### config.mk
export PLATFORM = sky130hd
export DESIGN_NAME = mbox_rx_fifo
export DESIGN_NICKNAME = d
export VERILOG_FILES = /design/src/rtl/mbox_rx_pkg.sv /design/src/rtl/mbox_rx_store.sv /design/src/rtl/mbox_rx_irq.sv /design/src/rtl/mbox_rx_fifo.sv
export SDC_FILE = /design/constraint.sdc
export NUM_CORES = 1
export LEC_CHECK = 0
export BUFFER_PORTS_ARGS = -buffer_cell sky130_fd_sc_hd__clkbuf_2
export CAP_MARGIN = 20
export CORE_AREA = 2 2 215 217
export DETAILED_ROUTE_END_ITERATION = 8
export DIE_AREA = 0 0 217 219
export PLACE_DENSITY = 0.73
export SYNTH_ARGS = -nofsm -noshare
export SYNTH_HDL_FRONTEND = slang
export SYNTH_SLANG_ARGS = --single-unit
### constraint.sdc
create_clock -name clk_i -period 8.4 [get_ports clk_i]
set_input_delay 0.42 -clock clk_i [delete_from_list [all_inputs] [get_ports clk_i]]
set_output_delay 0.42 -clock clk_i [all_outputs]
set_load 0.01 [all_outputs]
### src/rtl/mbox_rx_pkg.sv
package mbox_rx_pkg;
  localparam int ADDR_W = 8;
  localparam int REG_W  = 32;
  localparam int MSG_W  = 64;
  localparam int MASK_W = 5;
  localparam int PTR_FIELD_W = 8;

  localparam logic [ADDR_W-1:0] OFS_HEAD_ID = 8'h00;
  localparam logic [ADDR_W-1:0] OFS_HEAD_LO = 8'h04;
  localparam logic [ADDR_W-1:0] OFS_HEAD_HI = 8'h08;
  localparam logic [ADDR_W-1:0] OFS_POP     = 8'h0C;
  localparam logic [ADDR_W-1:0] OFS_FLUSH   = 8'h10;
  localparam logic [ADDR_W-1:0] OFS_STAT    = 8'h14;
  localparam logic [ADDR_W-1:0] OFS_ISTAT   = 8'h18;
  localparam logic [ADDR_W-1:0] OFS_IMASK   = 8'h1C;
  localparam logic [ADDR_W-1:0] OFS_DEPTH   = 8'h24;

  typedef struct packed {
    logic pop;
    logic flush;
    logic irq_clr;
    logic mask_we;
  } reg_cmd_t;
endpackage

### src/rtl/mbox_rx_store.sv
module mbox_rx_store #(
  parameter int DEPTH = 8,
  parameter int ID_W  = 3,
  parameter int MSG_W = 64,
  localparam int AW   = (DEPTH > 1) ? $clog2(DEPTH) : 1
) (
  input  logic             clk_i,
  input  logic             rst_ni,
  input  logic             push_valid_i,
  input  logic [ID_W-1:0]  push_id_i,
  input  logic [MSG_W-1:0] push_data_i,
  input  logic             pop_i,
  input  logic             flush_i,
  output logic             push_ready_o,
  output logic [ID_W-1:0]  head_id_o,
  output logic [MSG_W-1:0] head_data_o,
  output logic [AW-1:0]    wr_ptr_o,
  output logic [AW-1:0]    rd_ptr_o,
  output logic             full_o,
  output logic             empty_o
);
  logic [MSG_W-1:0] mem_data [DEPTH];
  logic [ID_W-1:0]  mem_id   [DEPTH];
  logic [AW-1:0]    wr_q, rd_q, wr_nxt, rd_nxt;
  logic             full_q, push_ok, pop_ok;

  function automatic logic [AW-1:0] step(input logic [AW-1:0] p);
    return (p == AW'(DEPTH - 1)) ? '0 : p + 1'b1;
  endfunction

  assign wr_nxt       = step(wr_q);
  assign rd_nxt       = step(rd_q);
  assign empty_o      = (wr_q == rd_q) && !full_q;
  assign push_ready_o = !full_q && !flush_i;
  assign push_ok      = push_valid_i && push_ready_o;
  assign pop_ok       = pop_i && !empty_o;

  always_ff @(posedge clk_i or negedge rst_ni) begin
    if (!rst_ni) begin
      wr_q   <= '0;
      rd_q   <= '0;
      full_q <= 1'b0;
    end else if (flush_i) begin
      wr_q   <= '0;
      rd_q   <= '0;
      full_q <= 1'b0;
    end else begin
      if (push_ok) wr_q <= wr_nxt;
      if (pop_ok)  rd_q <= rd_nxt;
      if (push_ok && !pop_ok && (wr_nxt == rd_q)) full_q <= 1'b1;
      else if (pop_ok && !push_ok)                full_q <= 1'b0;
    end
  end

  always_ff @(posedge clk_i) begin
    if (push_ok) begin
      mem_data[wr_q] <= push_data_i;
      mem_id[wr_q]   <= push_id_i;
    end
  end

  assign head_data_o = mem_data[rd_q];
  assign head_id_o   = mem_id[rd_q];
  assign wr_ptr_o    = wr_q;
  assign rd_ptr_o    = rd_q;
  assign full_o      = full_q;
endmodule

### src/rtl/mbox_rx_irq.sv
module mbox_rx_irq #(
  parameter int MASK_W = 5
) (
  input  logic              clk_i,
  input  logic              rst_ni,
  input  logic              not_empty_i,
  input  logic              clr_i,
  input  logic              mask_we_i,
  input  logic [MASK_W-1:0] mask_wdata_i,
  output logic              pend_o,
  output logic [MASK_W-1:0] mask_o,
  output logic              irq_o
);
  logic              pend_q;
  logic [MASK_W-1:0] mask_q;

  always_ff @(posedge clk_i or negedge rst_ni) begin
    if (!rst_ni) begin
      pend_q <= 1'b0;
      mask_q <= '1;
    end else begin
      // clear wins for one edge; level re-arms it afterwards
      pend_q <= clr_i ? 1'b0 : (pend_q | not_empty_i);
      if (mask_we_i) mask_q <= mask_wdata_i;
    end
  end

  assign pend_o = pend_q;
  assign mask_o = mask_q;
  assign irq_o  = pend_q & ~mask_q[0];
endmodule

### src/rtl/mbox_rx_fifo.sv
module mbox_rx_fifo
  import mbox_rx_pkg::*;
#(
  parameter int DEPTH = 8,
  parameter int ID_W  = 3,
  localparam int AW   = (DEPTH > 1) ? $clog2(DEPTH) : 1
) (
  input  logic              clk_i,
  input  logic              rst_ni,
  input  logic              push_valid_i,
  output logic              push_ready_o,
  input  logic [ID_W-1:0]   push_id_i,
  input  logic [MSG_W-1:0]  push_data_i,
  input  logic              reg_we_i,
  input  logic [ADDR_W-1:0] reg_addr_i,
  input  logic [REG_W-1:0]  reg_wdata_i,
  output logic [REG_W-1:0]  reg_rdata_o,
  output logic              irq_o
);
  reg_cmd_t          cmd;
  logic [ID_W-1:0]   head_id;
  logic [MSG_W-1:0]  head_data;
  logic [AW-1:0]     wr_ptr, rd_ptr;
  logic              full, empty, irq_pend;
  logic [MASK_W-1:0] irq_mask;

  always_comb begin
    cmd.pop     = reg_we_i && (reg_addr_i == OFS_POP)   && reg_wdata_i[0];
    cmd.flush   = reg_we_i && (reg_addr_i == OFS_FLUSH) && (reg_wdata_i == '0);
    cmd.irq_clr = reg_we_i && (reg_addr_i == OFS_ISTAT) && reg_wdata_i[0];
    cmd.mask_we = reg_we_i && (reg_addr_i == OFS_IMASK);
  end

  mbox_rx_store #(.DEPTH(DEPTH), .ID_W(ID_W), .MSG_W(MSG_W)) i_store (
    .clk_i       (clk_i),
    .rst_ni      (rst_ni),
    .push_valid_i(push_valid_i),
    .push_id_i   (push_id_i),
    .push_data_i (push_data_i),
    .pop_i       (cmd.pop),
    .flush_i     (cmd.flush),
    .push_ready_o(push_ready_o),
    .head_id_o   (head_id),
    .head_data_o (head_data),
    .wr_ptr_o    (wr_ptr),
    .rd_ptr_o    (rd_ptr),
    .full_o      (full),
    .empty_o     (empty)
  );

  mbox_rx_irq #(.MASK_W(MASK_W)) i_irq (
    .clk_i       (clk_i),
    .rst_ni      (rst_ni),
    .not_empty_i (!empty),
    .clr_i       (cmd.irq_clr),
    .mask_we_i   (cmd.mask_we),
    .mask_wdata_i(reg_wdata_i[MASK_W-1:0]),
    .pend_o      (irq_pend),
    .mask_o      (irq_mask),
    .irq_o       (irq_o)
  );

  always_comb begin
    reg_rdata_o = '0;
    unique case (reg_addr_i)
      OFS_HEAD_ID: reg_rdata_o = empty ? '0 : REG_W'(head_id);
      OFS_HEAD_LO: reg_rdata_o = empty ? '0 : head_data[REG_W-1:0];
      OFS_HEAD_HI: reg_rdata_o = empty ? '0 : head_data[MSG_W-1:REG_W];
      OFS_STAT:    reg_rdata_o = {PTR_FIELD_W'(rd_ptr), PTR_FIELD_W'(wr_ptr),
                                  {(REG_W - 2*PTR_FIELD_W - 1){1'b0}}, full};
      OFS_ISTAT:   reg_rdata_o = REG_W'(irq_pend);
      OFS_IMASK:   reg_rdata_o = REG_W'(irq_mask);
      OFS_DEPTH:   reg_rdata_o = REG_W'(DEPTH - 1);
      default:     reg_rdata_o = '0;
    endcase
  end
endmodule

==> metrics.md <==
| Metric | Value |
|---|---|
| First-pass GRT wire length | `66500 um` |
| DRC | `0` |
| Slew at the pin closest to its max-slew limit | `between 1 and 1.5 ns` |
| Clock Skew | `0.00940 ns` |
| Post-Syn Instances | `972` |
| Num CTS Buffers | `52` |
| Setup TNS Final | `0 ns` |
| Clock Latency Late Sink | `0.57 ns` |
| Met3 routed WL | `between 2000 and 3000 um` |
| Final instance area | `between 20000 and 25000 um2` |
| Fmax | `218 MHz` |
| CTS H-Tree Depth | `2` |
| Routed WL per cell | `25.0 um` |
| Pin count of the biggest net entering global routing | `120` |
| Crit Path Category | `flip-flop to primary output` |
| GRT Total Usage | `19.0%` |
| Synthesized cell area | `21500 um2` |
| Vias per std cell | `5.79` |
| CTS tree | `built` |
| Mapped Nets | `between 1000 and 1500` |
| P_int | `0.00444 W` |
| Fin. max-slew vios | `0` |
| Flop pwr share | `a little under three fifths` |
| Layout area overhead | `14.2%` |
| Router iterations before antenna repair | `5` |
| Tmin final | `between 4 and 5 ns` |
| VDD IR max | `138 uV` |
| CP required | `between 7 and 8 ns` |
| Leakage | `approximately 7.7 nW` |
| Max Buffers Root-to-Sink | `3` |
| EDFF count, synth | `536` |
| Vias in the first global route | `roughly 11000` |
| Reg clk slew, reported paths | `0.06 ns` |
| Starting density of the core | `47.7%` |
| Layout Nets | `1259` |
| Congestion Overflow GR | `0` |
| Sw Pwr | `roughly 0.0012 W` |
| CTS Root Cell | `clkbuf_16` |
| Worst Setup End Kind | `primary output` |
| Clk network pwr share | `between 30 and 40%` |
| CP max FO | `69` |
| I/O pin count | `145` |
| Std cell rows | `78` |
| Main synth FF type | `edfxtp_1` |
| Slew HR | `between 30% and 40%` |
| Switching share of power | `about a fifth` |
| 1st-iter DRT viols | `1015` |
| Post-synth cell types | `49` |
| RSZ-0062 raised after global routing | `no` |
| Status | `finished, final reports clean` |
| Combinational cell fraction of total power | `5.4%` |
| Met1 wire length | `18800 um` |
| Layout cells sized above 1 | `between 30 and 40%` |
| Antenna violations before repair | `11` |
| Startpoint Class | `flip-flop` |
| Finish-stage setup viols | `0` |
| Num Clock Sinks | `549` |
| Post-synthesis sequential area ratio | `76.4%` |
| Pwr dens | `228 nW/um2` |
| DRT Wirelength | `44500 um` |
| Die ar. | `between 40000 and 50000 um2` |
| Die width | `217 um` |
| Fin crit share | `54.5%` |
| FF+latch count, synth | `between 500 and 600` |
| Buffers on Ports | `144` |
| Mapped Avg Cell Area | `between 20 and 25 um2` |
| Placed instance area | `roughly 23000 um2` |
| Hold Vio Cnt, Final | `0` |
| Placer congestion estimate | `0.717` |
| CP arrival | `about 4.2 ns` |
| Syn. warnings | `0` |
| Met2 wire len | `21800 um` |
| Highest metal used | `met5` |
| Core ar. | `approximately 45000 um2` |
| DR vias | `10300` |
| Final ANT Viol Nets | `0` |
| Max cap viols | `0` |
| Detailed Place HPWL | `24700 um` |
| Die H | `219 um` |
| Asr flop ratio synth | `under 10%` |
| Min-delay worst type | `input pin to flip-flop` |
[synth_stat cells (all sizes together) (4+ instances only)]
master	instances	area (um2)
edfxtp	536	16100
mux4	134	3020
mux2i	67	671
nor2	35	131
buf	34	193
o22a	22	193
clkbuf	17	63.8
nand2	17	63.8
nor4	11	90.1
nor3	9	50.1
dfrtp	8	200
a21o	7	52.6
o22ai	7	43.8
a21oi	5	25.0
dfstp	5	131
mux2	5	56.3
nand2b	5	31.3
nand3	5	25.0
ha	4	50.1
nor2b	4	25.0
nor4b	4	56.3
o211ai	4	30.0
[power groups by stage]
| stage | registers, W | clock network [W] | logic [W] |
|---|---|---|---|
| final | 0.00313 | 0.00218 | 0.000301 |
| after floorplan | 0.00317 | 0 | 0.000191 |
| after global placement | 0.00318 | 0 | 0.000297 |
| after CTS | 0.00313 | 0.00221 | 0.000306 |
| after global routing | 0.00313 | 0.00231 | 0.000329 |
| after detailed placement | 0.00319 | 0 | 0.000304 |
[worst max-delay path: stages, from the launching register on]
cell and delay [ns]:
dfrtp_4 0.66, buf_4 0.82, buf_4 0.71, mux4_2 0.40, mux2i_1 0.19, o211ai_1 0.11, or3_1 0.43, clkbuf_2 0.15
[path summary, 6_finish.rpt]
path,start,endpoint,slack (ns),depth (start not counted)
setup reg to reg,i_store.full_o$_DFFE_PN0P_,i_store.mem_data[4][38]$_DFFE_PP_,5.31,5
hold / removal,reg_wdata_i[4],i_irq.mask_o[4]$_DFFE_PN1P_,0.11,2
min in group asynchronous,rst_ni,i_store.wr_ptr_o[2]$_DFFE_PN0P_,0.31,2
hold reg to reg,i_irq.pend_o$_DFF_PN0_,i_irq.pend_o$_DFF_PN0_,0.53,1
setup / recovery,i_store.rd_ptr_o[1]$_DFFE_PN0P_,reg_rdata_o[2],3.82,7
max in group asynchronous,rst_ni,i_irq.mask_o[2]$_DFFE_PN1P_,7.76,2
[layer usage]
metal,vias up,GRT usage [%]
li1,4434,-
met1,5436,26.0
met2,334,31.4
met3,88,3.95
met4,14,4.75
met5,-,0
[state kept, by name, indices dropped and copies added, names as in the netlist]
name              cells
i_irq.pend_o          1
i_store.mem_id       24
i_store.rd_ptr_o      3
i_store.mem_data    512
i_store.full_o        1
i_irq.mask_o          5
i_store.wr_ptr_o      3
[metrics by stage]
step / util [%] / hold slack, ns / setup slack, ns / instances / total power (W)
6_report: 54.4 / 0.115 / 3.82 / 1781 / 0.00561
5_1_grt: 54.4 / 0.112 / 3.67 / 1779 / 0.00577
4_1_cts: 54.4 / 0.102 / 3.80 / 1778 / 0.00565
3_5_place_dp: 50.9 / 0.372 / 4.39 / 1689 / 0.00349
3_3_place_gp: 50.9 / 0.371 / 4.42 / 1689 / 0.00348
2_1_floorplan: - / 0.124 / 0.157 / 972 / 0.00336
[cell families after synthesis]
| group | Yosys count | share of synthesized area (%) |
|---|---|---|
| multiplexers | 206 | 17.4 |
| buffers and inverters | 52 | 1.21 |
| adder cells (fa/ha/maj) | 4 | 0.233 |
| XOR/XNOR | 6 | 0.245 |
| flip-flops | 549 | 76.4 |
| AO/OA/AOI/OAI | 51 | 1.82 |
| AND/OR/NAND/NOR | 104 | 2.64 |
[final cells by class]
| cell class | count | area [um2] |
|---|---|---|
| flip-flops and latches | 549 | 16400 |
| fillers | 3401 | 20500 |
| inverters | 1 | 3.75 |
| well taps | 600 | 751 |
| multi-input cells | 371 | 4860 |
| clock inverters | 25 | 195 |
| repair buffers | 169 | 923 |
| clock buffers | 63 | 1360 |
| diodes | 3 | 7.51 |
[cell usage in the layout (no fill, tap or decap), types with 7 or more instances in the layout]
cell       instances
edfxtp_1         536
clkbuf_2         144
mux4_2           134
mux2i_1           67
clkbuf_16         53
nor2_1            33
buf_4             23
o22a_1            22
nand2_1           17
clkinv_2          12
clkbuf_1          10
clkinv_1           9
o22ai_1            7
a21o_1             7
nor4_1             7
[timing repair]
action | CTS | global route
endpoints found under the hold margin | 8 | 0
hold buffers | 1 | 0
resized for setup | 0 | 0
setup buffers | 0 | 0
(Power assumes the default switching activity.)
